===== config.mk =====
export PLATFORM = sky130hd
export DESIGN_NAME = gpio_evt_detect
export DESIGN_NICKNAME = d
export VERILOG_FILES = /design/src/rtl/gpio_evt_pkg.sv /design/src/rtl/gpio_evt_history.sv /design/src/rtl/gpio_evt_status.sv /design/src/rtl/gpio_evt_irq.sv /design/src/rtl/gpio_evt_detect.sv
export SDC_FILE = /design/constraint.sdc
export NUM_CORES = 1
export LEC_CHECK = 0
export BUFFER_PORTS_ARGS = -buffer_cell sky130_fd_sc_hd__buf_2
export CAP_MARGIN = 5
export CORE_AREA = 2 2 127 129
export DETAILED_ROUTE_END_ITERATION = 6
export DIE_AREA = 0 0 129 131
export PLACE_DENSITY = 0.67
export SLEW_MARGIN = 40
export SYNTH_ARGS = -nofsm -noshare
export SYNTH_HDL_FRONTEND = slang
export SYNTH_SLANG_ARGS = --single-unit

===== constraint.sdc =====
create_clock -name clk -period 2.3 [get_ports clk]
set_input_delay 0.23 -clock clk [delete_from_list [all_inputs] [get_ports clk]]
set_output_delay 0.23 -clock clk [all_outputs]
set_load 0.01 [all_outputs]

===== src/rtl/gpio_evt_pkg.sv =====
package gpio_evt_pkg;

  typedef struct packed {
    logic rise;
    logic fall;
    logic high;
    logic low;
  } trig_cfg_t;

  // Single-pin trigger evaluation: edges need a valid history sample.
  function automatic logic pin_event(logic prev, logic cur, logic hist_ok, trig_cfg_t cfg);
    logic rose;
    logic fell;
    rose = hist_ok & ~prev & cur;
    fell = hist_ok & prev & ~cur;
    return (cfg.rise & rose) | (cfg.fall & fell) | (cfg.high & cur) | (cfg.low & ~cur);
  endfunction

  // Single-pin status update: set sources beat a clear.
  function automatic logic status_next(logic cur_st, logic evt, logic clr, logic tst);
    return evt | tst | (cur_st & ~clr);
  endfunction

endpackage


===== src/rtl/gpio_evt_history.sv =====
module gpio_evt_history #(
  parameter int NPINS = 32
) (
  input  logic             clk,
  input  logic             rst_n,
  input  logic [NPINS-1:0] pin_i,
  output logic [NPINS-1:0] prev_o,
  output logic             hist_ok_o
);

  logic [NPINS-1:0] prev_q;
  logic             ok_q;

  always_ff @(posedge clk or negedge rst_n) begin
    if (!rst_n) begin
      prev_q <= '0;
      ok_q   <= 1'b0;
    end else begin
      prev_q <= pin_i;
      ok_q   <= 1'b1;
    end
  end

  assign prev_o    = prev_q;
  assign hist_ok_o = ok_q;

endmodule


===== src/rtl/gpio_evt_status.sv =====
module gpio_evt_status
  import gpio_evt_pkg::*;
#(
  parameter int NPINS = 32
) (
  input  logic             clk,
  input  logic             rst_n,
  input  logic [NPINS-1:0] pin_i,
  input  logic [NPINS-1:0] prev_i,
  input  logic             hist_ok_i,
  input  logic [NPINS-1:0] rise_en_i,
  input  logic [NPINS-1:0] fall_en_i,
  input  logic [NPINS-1:0] high_en_i,
  input  logic [NPINS-1:0] low_en_i,
  input  logic [NPINS-1:0] clr_bits_i,
  input  logic [NPINS-1:0] test_bits_i,
  output logic [NPINS-1:0] evt_o,
  output logic [NPINS-1:0] status_o
);

  logic [NPINS-1:0] st_q;

  for (genvar k = 0; k < NPINS; k++) begin : g_pin
    trig_cfg_t cfg;
    logic      evt;

    always_comb begin
      cfg.rise = rise_en_i[k];
      cfg.fall = fall_en_i[k];
      cfg.high = high_en_i[k];
      cfg.low  = low_en_i[k];
      evt      = pin_event(prev_i[k], pin_i[k], hist_ok_i, cfg);
    end

    always_ff @(posedge clk or negedge rst_n) begin
      if (!rst_n) st_q[k] <= 1'b0;
      else        st_q[k] <= status_next(st_q[k], evt, clr_bits_i[k], test_bits_i[k]);
    end

    assign evt_o[k] = evt;
  end

  assign status_o = st_q;

endmodule


===== src/rtl/gpio_evt_irq.sv =====
module gpio_evt_irq #(
  parameter int NPINS = 32
) (
  input  logic             clk,
  input  logic             rst_n,
  input  logic [NPINS-1:0] status_i,
  input  logic [NPINS-1:0] irq_en_i,
  output logic [NPINS-1:0] irq_o
);

  logic [NPINS-1:0] irq_q;

  always_ff @(posedge clk or negedge rst_n) begin
    if (!rst_n) irq_q <= '0;
    else        irq_q <= status_i & irq_en_i;
  end

  assign irq_o = irq_q;

endmodule


===== src/rtl/gpio_evt_detect.sv =====
module gpio_evt_detect #(
  parameter int NPINS = 32
) (
  input  logic             clk,
  input  logic             rst_n,
  input  logic [NPINS-1:0] pin_i,
  input  logic [NPINS-1:0] rise_en_i,
  input  logic [NPINS-1:0] fall_en_i,
  input  logic [NPINS-1:0] high_en_i,
  input  logic [NPINS-1:0] low_en_i,
  input  logic [NPINS-1:0] irq_en_i,
  input  logic             clr_we_i,
  input  logic [NPINS-1:0] clr_mask_i,
  input  logic             test_we_i,
  input  logic [NPINS-1:0] test_mask_i,
  output logic [NPINS-1:0] status_o,
  output logic [NPINS-1:0] irq_o
);

  // Named internal events, visible to the bound checker.
  logic [NPINS-1:0] prev_w;
  logic             hist_ok_w;
  logic [NPINS-1:0] evt_w;
  logic [NPINS-1:0] clr_bits_w;
  logic [NPINS-1:0] test_bits_w;
  logic [NPINS-1:0] status_w;

  assign clr_bits_w  = clr_we_i  ? clr_mask_i  : '0;
  assign test_bits_w = test_we_i ? test_mask_i : '0;

  gpio_evt_history #(.NPINS(NPINS)) u_hist (
    .clk       (clk),
    .rst_n     (rst_n),
    .pin_i     (pin_i),
    .prev_o    (prev_w),
    .hist_ok_o (hist_ok_w)
  );

  gpio_evt_status #(.NPINS(NPINS)) u_stat (
    .clk         (clk),
    .rst_n       (rst_n),
    .pin_i       (pin_i),
    .prev_i      (prev_w),
    .hist_ok_i   (hist_ok_w),
    .rise_en_i   (rise_en_i),
    .fall_en_i   (fall_en_i),
    .high_en_i   (high_en_i),
    .low_en_i    (low_en_i),
    .clr_bits_i  (clr_bits_w),
    .test_bits_i (test_bits_w),
    .evt_o       (evt_w),
    .status_o    (status_w)
  );

  gpio_evt_irq #(.NPINS(NPINS)) u_irq (
    .clk      (clk),
    .rst_n    (rst_n),
    .status_i (status_w),
    .irq_en_i (irq_en_i),
    .irq_o    (irq_o)
  );

  assign status_o = status_w;

endmodule


Yosys cells after proc, flatten, opt, wreduce, memory -nomap -nowiden
Index checks and enable logic that the tools add are counted. W data, S select, Z words.

Output and inout bits: 64. Memories kept: 0. Input port bits: 260. Memory bits (read-only): 0. Flip-flop bits (word level): 97. Latch bits: 0. Bits in writable memories: 0. Word-level logic and storage cells: 582.

Div/mod/pow operators: 0. Bitwise gates (word level): 545. Add/sub/neg operators: 0. Reductions and logical operators: 0. Order comparisons: 0. Muxes and demuxes: 2. Eq/ne operators: 0. $mul: 0. Shift operators: 0.

Operators by type and width (number): $and A1 B1 Y1 (288); $or A1 B1 Y1 (160); $not A1 Y1 (96); $mux W32 (2); $and A32 B32 Y32 (1).

Longest topological paths before layout
Gate-level depths: netlist of run 1.

Depth in word-level cells: 9. Gate-level depth with buffers: 4. Mapped depth without buffers: 3.

Modules after synthesis
A second synthesis of run 1 with hierarchy kept.

Cells, all modules: 431. Area, all modules: 4858.4 um^2.

Modules (own cells, without submodules): gpio_evt_status (instances 1, cells an instance 263, sequential area each 800.8 um^2, area an instance 2517.4 um^2); gpio_evt_irq (instances 1, cells an instance 64, sequential area each 800.8 um^2, area an instance 1001.0 um^2); gpio_evt_history (instances 1, cells an instance 34, sequential area each 825.8 um^2, area an instance 829.5 um^2); gpio_evt_detect (instances 1, cells an instance 70, sequential area each 0.0 um^2, area an instance 510.5 um^2).

Worst setup path before layout of run 1
OpenSTA, ideal clock, no wires.

Path kind: register to register. Start: reg u_hist.ok_q (netlist: u_hist.hist_ok_o). End: reg u_stat.st_q[13] (netlist: u_stat.status_o[13]). Buffers on the path: 2. Clock period less this slack: 1.011 ns. Arrival: 0.924 ns. Library setup time: 0.087 ns. Stages on the path, launching flop included: 5. Required time: 2.213 ns. Slack: 1.289 ns. Path through: dfrtp_1 -> buf_2 -> buf_1 -> nand4_1 -> o211ai_1.

Longest elaborated chain between the ends: 8. Elaborated cells on any way between the ends: 11. Classes of those cells: bitwise (11).

Ends and longest elaborated chain: start: declaration (RTL line gpio_evt_history.sv:12) `logic ok_q;`; start signal: assignment (RTL line gpio_evt_history.sv:17) `ok_q <= 1'b0;`; start signal: assignment (RTL line gpio_evt_history.sv:20) `ok_q <= 1'b1;`; $and A1 B1 Y1 (on tied branches) (2 in series) (RTL line gpio_evt_pkg.sv:14, gpio_evt_pkg.sv:15); $and A1 B1 Y1 (RTL line gpio_evt_pkg.sv:16) `return (cfg.rise & rose) | (cfg.fall & fell) | (cfg.high & cur) | (cfg.low & ~cur);`; $or A1 B1 Y1 * (3 in series) (RTL line gpio_evt_pkg.sv:16); $or A1 B1 Y1 * (2 in series) (RTL line gpio_evt_pkg.sv:21) `return evt | tst | (cur_st & ~clr);`; end signal: indexed assignment (RTL line gpio_evt_status.sv:37) `else st_q[k] <= status_next(st_q[k], evt, clr_bits_i[k], test_bits_i[k]);`; end: declaration (RTL line gpio_evt_status.sv:21) `logic [NPINS-1:0] st_q;`.

Mark *: on every way between the ends. The rest lies on a longest branch, timed or not.

Final worst setup path of run 1
Start: reg u_hist.ok_q (netlist: u_hist.hist_ok_o). End: reg u_stat.st_q[0] (netlist: u_stat.status_o[0]).

Same word-level chain as after synthesis.

==> run_results.csv, run 1 <==
group,metric,value,unit
run_status,status,"complete, no violations",
drt,ant_nets,0,
drt,num_vias,4403,
drt,routedWlPerCell,15.4,um
yosys,ys_ff_latch,97,
drt,drtIter0Drc,237,
global_route,antenna_found_initial,0,
setup_path,ff2ff_path_depth,3,
global_route,gr-total-overflow,0,
yosys,synth_cells,367,
sta,hold_ws,0.0219,ns
sta,finalClockSkew,0.00833,ns
global_route,grt_max_degree,38,
sta,final_max_slew_viol_count,0,
floorplanning,start_util,0.257,
drt,wl,14500,um
yosys,synth_nets,627,
sta,slew_headroom,0.476,
clock_tree,clk_path_buf_depth,2,
floorplanning,num_rows,46,
place,portBuffers,323,
cells_and_area,layout.nets,985,
global_route,grt_pass1_wl,21600,um
floorplanning,io-pin-count,324,
global_route,gr-usage-all-layers,0.168,
sta,setup_slack,1.00,ns
floorplanning,die-area,16900,um2
power,switching_share,0.256,
setup_path,cp-end-kind,"flip-flop",
cells_and_area,mostFrequentLayoutCell,"buf_2",
power,power.share.clock,0.369,
cells_and_area,drive_gt1_frac,0.473,
floorplanning,core,15600,um2
place,hpwl,11200,um
sta,period_minus_slack,1.30,ns
sta,rsz0062_at_grt,"no",
yosys,netlist_area,4010,um2
power,p_leak,3.29,nW
floorplanning,dieWidth,129,um
clock_tree,cts_root_buf,"clkbuf_16",
clock_tree,clkTransAtPathRegs,0.06,ns
place,placedInstanceArea,5910,um2
power,p_comb_frac,0.165,
drt,vias_per_cell,4.66,
setup_path,cp-start-kind,"flip-flop",
power,seqPwrFrac,0.466,
clock_tree,cts_tree,"built",
drt,drc_errors,0,
floorplanning,fp.dieH,131,um
yosys,yosys.cell_types.count,13,
sta,fin_crit_sh,0.565,
sta,worstMarginPinSlew,0.786,ns
yosys,synth-seq-area-share,0.605,
setup_path,crit_fanout,26,
setup_path,cp_data_arrival_time,1.55,ns
global_route,grt_pass1_vias,4356,
yosys,yosys_warnings,0,
power,internal-power,3.00,mW
power,ir_worst_vdd,0.396,mV
sta,hold_violations,0,
place,place_worst_setup_slack,0.653,ns
clock_tree,clk-insertion-delay-late,0.34,ns
setup_path,worstSetupPathType,"flip-flop to flip-flop",
sta,fmax,770,MHz
sta,finalSetupTns,0,ns
clock_tree,clock_sinks,97,
yosys,avgSynthCellArea,10.9,um2
cells_and_area,final_area,6490,um2
flow_run,drv_cap,0,
sta,setup_violations,0,
hold_path,hold_depth,1,
drt,drtPass1Iterations,6,
place,gp_congestion,0.832,
cells_and_area,area_delta_synth_final,61.9,%
clock_tree,numCtsBuffers,9,
setup_path,worstPathRequired,2.55,ns
clock_tree,post_cts_buffers,0,
power,power.density,621,nW/um2
clock_tree,htree_num_levels,3,
hold_path,hold_class,"primary input to flip-flop",
cells_and_area,final_cell_mix,"buf_2 (322), dfrtp_1 (96), inv_1 (64)",
cells_and_area,antenna_cells,0,
power,power.switching,1.03,mW
cells_and_area,fin_util,0.416,
## critical path, stage by stage, from the launching register on
cell      delay (ns)
dfrtp_2         0.51
buf_4           0.35
a31oi_1         0.16
o211ai_1        0.19
## logic make-up (layout without fill, tap and decap cells)
kind of cell / after synthesis / count (layout) / share of synthesized area
AO/OA/AOI/OAI: 96 / 96 / 0.190
buffers and inverters: 77 / 439 / 0.0748
flip-flops: 97 / 97 / 0.605
other: 1 / 1 / 0.000935
AND/OR/NAND/NOR: 96 / 96 / 0.130
## final timing paths
kind	start	slack, ns	to
max	u_hist.hist_ok_o$_DFF_PN0_	1.00	u_stat.status_o[0]$_DFF_PN0_
min	pin_i[31]	0.02	u_hist.prev_o[31]$_DFF_PN0_
max reg2reg	u_hist.hist_ok_o$_DFF_PN0_	1.00	u_stat.status_o[0]$_DFF_PN0_
min reg2reg	u_stat.status_o[27]$_DFF_PN0_	0.51	u_irq.irq_o[27]$_DFF_PN0_
max in group asynchronous	rst_n	1.29	u_stat.status_o[0]$_DFF_PN0_
min in group asynchronous	rst_n	0.40	u_irq.irq_o[28]$_DFF_PN0_
## timing repair
action	in CTS	in global routing
hold buffers	30	0
resized for setup	0	0
endpoints found under the hold margin	62	0
## cell usage after synthesis (all sizes together)
library cell	instances	area (um2)
buf	8	41.3
a31oi	32	200
o211ai	32	240
inv	64	240
dfrtp	97	2430
and2	32	200
nand2	32	120
nand4	32	200
a222oi	32	320
clkbuf	5	18.8
conb	1	3.75
## through the flow
stage	total power, mW	instances
after CTS	4.11	945
final	4.04	945
after floorplan	2.13	367
after global routing	4.26	945
after detailed placement	2.54	900
after global placement	2.54	900
## power by group through the flow
stage	Sequential (mW)	Combinational [mW]	Clock, mW
2_1_floorplan	1.94	0.184	0
3_3_place_gp	1.91	0.625	0
3_5_place_dp	1.91	0.632	0
4_1_cts	1.88	0.673	1.56
5_1_grt	1.89	0.744	1.62
6_report	1.88	0.667	1.49
## registers in the layout (all words and copies together), names as in the netlist
name,flops
u_hist.prev_o,32
u_hist.hist_ok_o,1
u_stat.status_o,32
u_irq.irq_o,32
## routing by layer
metal	vias to the layer above	global-route usage	wire, um
li1	2067	-	-
met1	2066	0.191	5750
met2	249	0.301	7350
met3	21	0.0407	1130
met4	0	0.0716	297
met5	-	0	0
## area by class of cell
type / count / area (um2)
clock buffer: 10 / 229
fill: 1549 / 9100
sequential: 97 / 2430
inverter: 64 / 240
multi-input combinational: 193 / 1280
clock inverter: 5 / 57.6
tap: 216 / 270
timing repair buffer: 360 / 1980
No activity file was read; power rests on OpenSTA's default activity.
==> inputs of run 2 (changes only) <==
--- a/config.mk
+++ b/config.mk
@@ -5,12 +5,13 @@
 export SDC_FILE = /design/constraint.sdc
 export NUM_CORES = 1
 export LEC_CHECK = 0
+export ABC_AREA = 1
 export BUFFER_PORTS_ARGS = -buffer_cell sky130_fd_sc_hd__buf_2
 export CAP_MARGIN = 5
-export CORE_AREA = 2 2 127 129
+export CORE_AREA = 2 2 124 126
 export DETAILED_ROUTE_END_ITERATION = 6
-export DIE_AREA = 0 0 129 131
-export PLACE_DENSITY = 0.67
+export DIE_AREA = 0 0 126 128
+export PLACE_DENSITY = 0.75
 export SLEW_MARGIN = 40
 export SYNTH_ARGS = -nofsm -noshare
 export SYNTH_HDL_FRONTEND = slang
==> constraint.sdc (replaced) <==
create_clock -name clk -period 1.35 [get_ports clk]
set_input_delay 0.135 -clock clk [delete_from_list [all_inputs] [get_ports clk]]
set_output_delay 0.135 -clock clk [all_outputs]
set_load 0.01 [all_outputs]
==> run 2 against run 1 <==
Net effect: sequential power rose by 71%; sequential share of layout area decreased by 5.3 points; largest cell class unchanged; clock power rose by 71%; wire length is 11% higher; critical path type unchanged; worst hold slack got worse by 0.0098 ns; largest power group unchanged; area after synthesis rose by 21%; global-route usage is 2.7 points higher; worst setup slack worse by 0.75 ns; design area grew 16%; core utilization grew 9.2 points.
==> run_results.csv, run 2 <==
group,metric,value,unit
drt,ant_nets,0,
hold_path,hold_class,"primary input to flip-flop",
drt,drtIter0Drc,205,
yosys,synth-seq-area-share,0.501,
place,portBuffers,323,
yosys,netlist_area,4840,um2
setup_path,worstPathRequired,1.63,ns
floorplanning,dieWidth,126,um
clock_tree,htree_num_levels,3,
sta,rsz0062_at_grt,"no",
yosys,ys_top_cells_by_count,"nand2_1 (288), inv_1 (180), dfrtp_1 (97), nand3_1 (96), clkinv_1 (12)",
global_route,grt_pass1_vias,5230,
clock_tree,cts_root_buf,"clkbuf_16",
clock_tree,clock_sinks,97,
yosys,synth_nets,947,
sta,fmax,912,MHz
sta,setup_violations,0,
yosys,ys_ff_latch,97,
yosys,synth_cells,687,
sta,final_max_slew_viol_count,0,
drt,drtPass1Iterations,5,
global_route,gr-usage-all-layers,0.195,
yosys,yosysTopAreaCell,"dfrtp_1",
global_route,grt_max_degree,43,
yosys,synth_enable_flop_cells,0,
cells_and_area,final_cell_mix,"buf_2 (322), nand2_1 (288), inv_1 (180), nand3_1 (96), dfrtp_1 (96)",
place,gp_congestion,0.877,
drt,drc_errors,0,
cells_and_area,seq_area,2430,um2
drt,vias_per_cell,4.29,
place,place_worst_setup_slack,0.260,ns
setup_path,crit_chain,"buf_4, nand3_1, nand2_1, nand2_1, nand3_1",
global_route,grt_pass1_wl,24900,um
yosys,async_reset_ff_frac,1.00,
cells_and_area,area_delta_synth_final,56.2,%
cells_and_area,mostFrequentLayoutCell,"buf_2",
floorplanning,die-area,16100,um2
setup_path,worstSetupPathType,"flip-flop to flip-flop",
drt,wl,16100,um
clock_tree,numCtsBuffers,9,
global_route,gr-total-overflow,0,
sta,finalClockSkew,0.00808,ns
sta,fin_crit_sh,0.812,
setup_path,cp-end-kind,"flip-flop",
clock_tree,clkTransAtPathRegs,0.06,ns
setup_path,crit_path_max_incr_delay,0.35,ns
global_route,antenna_found_initial,1,
floorplanning,io-pin-count,324,
drt,routedWlPerCell,12.7,um
yosys,avgSynthCellArea,7.05,um2
yosys,synth_area_leaders,"dfrtp_1 (50%), nand2_1 (22%), inv_1 (14%)",
place,hpwl,11900,um
floorplanning,start_util,0.326,
setup_path,crit_slowest_cell,"dfrtp_2",
cells_and_area,drive_gt1_frac,0.318,
clock_tree,ctsResizeCount,0,
sta,hold_violations,0,
clock_tree,clk-insertion-delay-late,0.34,ns
yosys,yosys.cell_types.count,9,
yosys,synth.most_common_cell,"nand2_1",
setup_path,cp-start-kind,"flip-flop",
drt,num_vias,5430,
yosys,synth_flop_cell,"dfrtp_1",
cells_and_area,layout.nets,1335,
sta,setup_slack,0.253,ns
power,p_leak,4.79,nW
floorplanning,num_rows,45,
floorplanning,core,14900,um2
flow_run,drv_cap,0,
clock_tree,clk_path_buf_depth,2,
setup_path,cp_data_arrival_time,1.37,ns
sta,finalSetupTns,0,ns
yosys,yosys_warnings,0,
sta,period_minus_slack,1.10,ns
run_status,status,"complete, no violations",
setup_path,crit_fanout,34,
power,power.density,949,nW/um2
cells_and_area,multiInputGateArea,1570,um2
yosys,synth_top_area_frac,0.501,
clock_tree,cts_tree,"built",
cells_and_area,fillers,1431,
floorplanning,fp.dieH,128,um
power,ir_worst_vdd,0.724,mV
run 2: changes by cell type after synthesis, sizes merged:
cell,previous run,this run
buf,8,13
and2,32,0
a222oi,32,0
nand3,0,96
nand2,32,288
inv,64,180
clkbuf,5,0
clkinv,0,12
nand4,32,0
o211ai,32,0
a31oi,32,0
run 2: per-stage QoR:
stage                     power, mW   util  hold WS (ns)  instances  area (um2)
after global routing           7.61  0.509       0.00222       1266        7560
final                          7.18  0.509        0.0121       1267        7560
after global placement         4.52  0.448        0.0558       1191        6660
after floorplan                3.81      -        -0.161        687        4840
after CTS                      7.25  0.508       0.00115       1265        7550
after detailed placement       4.54  0.448        0.0521       1191        6660
run 2: final cells by class:
type | count | share of cell area
Clock buffer | 11 | 0.0321
Clock inverter | 3 | 0.00563
Tap cell | 188 | 0.0311
Timing Repair Buffer | 390 | 0.307
Multi-Input combinational cell | 385 | 0.207
Antenna cell | 1 | 0.000331
Sequential cell | 97 | 0.321
Inverter | 192 | 0.0953
run 2: critical path, delay by kind of cell, from the launching register on:
family	cells	cell delay [ns]
buf+inv	1	0.33
flops	1	0.35
simple gates	4	0.34
run 2: path summary, 6_finish.rpt:
| check | endpoint | start | cells after the start | slack (ns) |
|---|---|---|---|---|
| worst max-delay path | u_stat.status_o[22]$_DFF_PN0_ | u_hist.hist_ok_o$_DFF_PN0_ | 5 | 0.25 |
| worst min-delay path | u_irq.irq_o[1]$_DFF_PN0_ | irq_en_i[1] | 3 | 0.01 |
| worst max register to register | u_stat.status_o[22]$_DFF_PN0_ | u_hist.hist_ok_o$_DFF_PN0_ | 5 | 0.25 |
| worst min register to register | u_irq.irq_o[14]$_DFF_PN0_ | u_stat.status_o[14]$_DFF_PN0_ | 2 | 0.48 |
| max in group asynchronous | u_stat.status_o[5]$_DFF_PN0_ | rst_n | 3 | 0.56 |
| min in group asynchronous | u_irq.irq_o[17]$_DFF_PN0_ | rst_n | 2 | 0.25 |
run 2: cell families after synthesis:
family | share of synthesized area
DFF | 0.501
other | 0.000774
buffers and inverters | 0.175
and+or+nand+nor | 0.322
run 2: where the power goes:
part           internal [mW]  leakage [nW]  total, mW  switching, mW
sequential              3.10          1.08       3.21          0.108
clock                   1.47         0.137       2.55           1.08
combinational          0.711          3.57       1.42          0.713
total                   5.27          4.79       7.18           1.90
run 2: what timing repair did:
| action | CTS | global route |
|---|---|---|
| buffers inserted | 0 | 0 |
| hold endpoints to repair | 79 | 1 |
| setup endpoints to repair | 0 | 0 |
| hold buffers | 60 | 1 |
run 2: layer usage:
metal	track usage	vias up	part of all wire
met5	0	-	0
met4	0.0575	0	0.017
met3	0.0563	24	0.075
met2	0.350	234	0.51
met1	0.225	2432	0.40
li1	-	2740	-
==> inputs of run 3 (changes only) <==
--- a/config.mk
+++ b/config.mk
@@ -5,13 +5,13 @@
 export SDC_FILE = /design/constraint.sdc
 export NUM_CORES = 1
 export LEC_CHECK = 0
-export ABC_AREA = 1
+export ABC_AREA = 0
 export BUFFER_PORTS_ARGS = -buffer_cell sky130_fd_sc_hd__buf_2
 export CAP_MARGIN = 5
 export CORE_AREA = 2 2 124 126
 export DETAILED_ROUTE_END_ITERATION = 6
 export DIE_AREA = 0 0 126 128
-export PLACE_DENSITY = 0.75
+export PLACE_DENSITY = 0.72
 export SLEW_MARGIN = 40
 export SYNTH_ARGS = -nofsm -noshare
 export SYNTH_HDL_FRONTEND = slang
==> constraint.sdc (replaced) <==
create_clock -name clk -period 1 [get_ports clk]
set_input_delay 0.1 -clock clk [delete_from_list [all_inputs] [get_ports clk]]
set_output_delay 0.1 -clock clk [all_outputs]
set_load 0.01 [all_outputs]
==> run 3 against run 2 <==
Net effect: the flow now finishes with violations (setup timing); worst setup slack lost 0.35 ns; sequential power grew 35%; register-to-register slack lost 0.35 ns; fmax shrank 0.42%; core utilization shrank 1.9 points; critical path type unchanged; largest cell class is now non-clock buffers.
==> run_results.csv, run 3 (synthesis gave the netlist of run 1 again) <==
group,metric,value,unit
run_status,status,"complete, but fails checks",
run_status,violations,"setup timing",
global_route,antenna_found_initial,1,
place,gp_congestion,0.867,
setup_path,worstPathRequired,1.21,ns
sta,hold_violations,0,
floorplanning,io-pin-count,324,
clock_tree,clk_path_buf_depth,2,
sta,fin_crit_sh,1.10,
setup_path,crit_slowest_cell,"dfrtp_1",
drt,wl,15800,um
setup_path,worstSetupStartpoint,"u_stat.status_o[27]$_DFF_PN0_",
floorplanning,core,14900,um2
setup_path,crit_path_max_incr_delay,0.40,ns
cells_and_area,mostFrequentLayoutCell,"buf_2",
global_route,gr-usage-all-layers,0.189,
global_route,grt_pass1_wl,24000,um
drt,ant_nets,0,
sta,finalSetupTns,-1.18,ns
power,power.density,1380,nW/um2
drt,drtIter0Drc,314,
drt,drc_errors,0,
setup_path,ff2ff_setup_slack,-0.10,ns
sta,fmax,908,MHz
flow_run,drv_cap,0,
floorplanning,die-area,16100,um2
floorplanning,fp.dieH,128,um
global_route,grt_max_degree,35,
clock_tree,clk-insertion-delay-late,0.34,ns
setup_path,cp-start-kind,"flip-flop",
setup_path,r2r_start,"u_stat.status_o[27]$_DFF_PN0_",
clock_tree,clock_sinks,97,
drt,drtPass1Iterations,6,
place,hpwl,11500,um
clock_tree,cts_tree,"built",
floorplanning,num_rows,45,
power,p_leak,3.64,nW
sta,rsz0062_at_grt,"yes",
hold_path,hold_depth,1,
setup_path,crit_chain,"buf_4, a222oi_1, o211ai_1",
hold_path,min-delay-start,"pin_i[10]",
cells_and_area,layout.nets,1038,
cells_and_area,area_delta_synth_final,81.6,%
power,ir_worst_vdd,0.874,mV
drt,num_vias,4739,
sta,period_minus_slack,1.10,ns
setup_path,ff2ff_path_depth,3,
drt,routedWlPerCell,16.2,um
clock_tree,cts_root_buf,"clkbuf_16",
setup_path,r2r-end,"u_stat.status_o[27]$_DFF_PN0_",
hold_path,hold_end,"u_hist.prev_o[10]$_DFF_PN0_",
clock_tree,htree_num_levels,3,
cells_and_area,final_cell_mix,"buf_2 (313), dfrtp_1 (96), dlygate4sd3_1 (66), inv_1 (63)",
floorplanning,start_util,0.270,
clock_tree,numCtsBuffers,9,
sta,setup_slack,-0.101,ns
setup_path,cp-end-kind,"flip-flop",
power,power,10.0,mW
global_route,gr-total-overflow,0,
setup_path,worstSetupPathType,"flip-flop to flip-flop",
sta,finalClockSkew,0.00748,ns
setup_path,cp_data_arrival_time,1.31,ns
place,portBuffers,323,
hold_path,hold_class,"primary input to flip-flop",
sta,final_max_slew_viol_count,0,
clock_tree,clkTransAtPathRegs,0.07,ns
place,place_worst_setup_slack,-0.188,ns
global_route,grt_pass1_vias,4876,
floorplanning,dieWidth,126,um
drt,vias_per_cell,4.88,
cells_and_area,drive_gt1_frac,0.483,
sta,setup_violations,36,
setup_path,crit_fanout,2,
==> run 3: cell types whose count changed in the layout (fill, tap and decap cells not counted), sizes merged, moves of 5 or more <==
cell,previous run,this run
a222oi,0,32
a31oi,0,32
and2,0,32
buf,329,343
clkinv,13,1
dlygate4sd3,61,66
inv,180,64
nand2,288,32
nand3,96,0
nand4,0,32
o211ai,0,32
==> run 3: timing repair <==
| action | in CTS | in global routing |
|---|---|---|
| setup endpoints to repair | 45 | 64 |
| resized for setup | 16 | 20 |
| buffers inserted | 6 | 1 |
| pin swaps | 2 | 11 |
| hold buffers | 68 | 2 |
| endpoints found under the hold margin | 164 | 2 |
==> run 3: worst max path at each step <==
stage,cells after the start,endpoint
after floorplan,4,u_stat.status_o[0]$_DFF_PN0_
after global placement,5,u_stat.status_o[31]$_DFF_PN0_
after detailed placement,5,u_stat.status_o[31]$_DFF_PN0_
after CTS,2,status_o[27]
after global routing,3,u_stat.status_o[27]$_DFF_PN0_
final,3,u_stat.status_o[27]$_DFF_PN0_
==> run 3: report_power, final <==
group | internal, mW | switching (mW) | total (mW)
combinational | 1.03 | 0.856 | 1.88
clock | 2.32 | 1.50 | 3.82
sequential | 4.18 | 0.140 | 4.32
total | 7.53 | 2.49 | 10.0
==> run 3: area by class of cell <==
| type | count | area (um2) |
|---|---|---|
| Clock buffer | 11 | 253 |
| Timing Repair Buffer | 413 | 2620 |
| Fill cell | 1350 | 7580 |
| Inverter | 64 | 240 |
| Antenna cell | 1 | 2.50 |
| Tap cell | 188 | 235 |
| Sequential cell | 97 | 2430 |
| Multi-Input combinational cell | 193 | 1430 |
| Clock inverter | 4 | 76.3 |
==> run 3: worst max-delay path: cells and delay by family (launching register included) <==
family                 cells  cell delay, ns
flip-flops                 1            0.40
AO/OA/AOI/OAI              2            0.43
buffers and inverters      1            0.14
==> run 3: metal layers <==
layer	track usage	up-vias	wire length [um]
li1	-	2180	-
met4	0.0931	0	540
met2	0.336	284	7760
met5	0	-	0
met1	0.216	2241	6180
met3	0.0413	34	1290
==> run 3: through the flow <==
stage | cell area, um2 | util | hold WS (ns) | instances
4_1_cts | 7160 | 0.481 | 0.00156 | 971
3_3_place_gp | 6010 | 0.404 | 0.0170 | 882
2_1_floorplan | 4010 | - | -0.196 | 367
3_5_place_dp | 6010 | 0.404 | 0.0149 | 882
5_1_grt | 7290 | 0.490 | 0.00497 | 971
6_report | 7290 | 0.490 | 0.00997 | 971
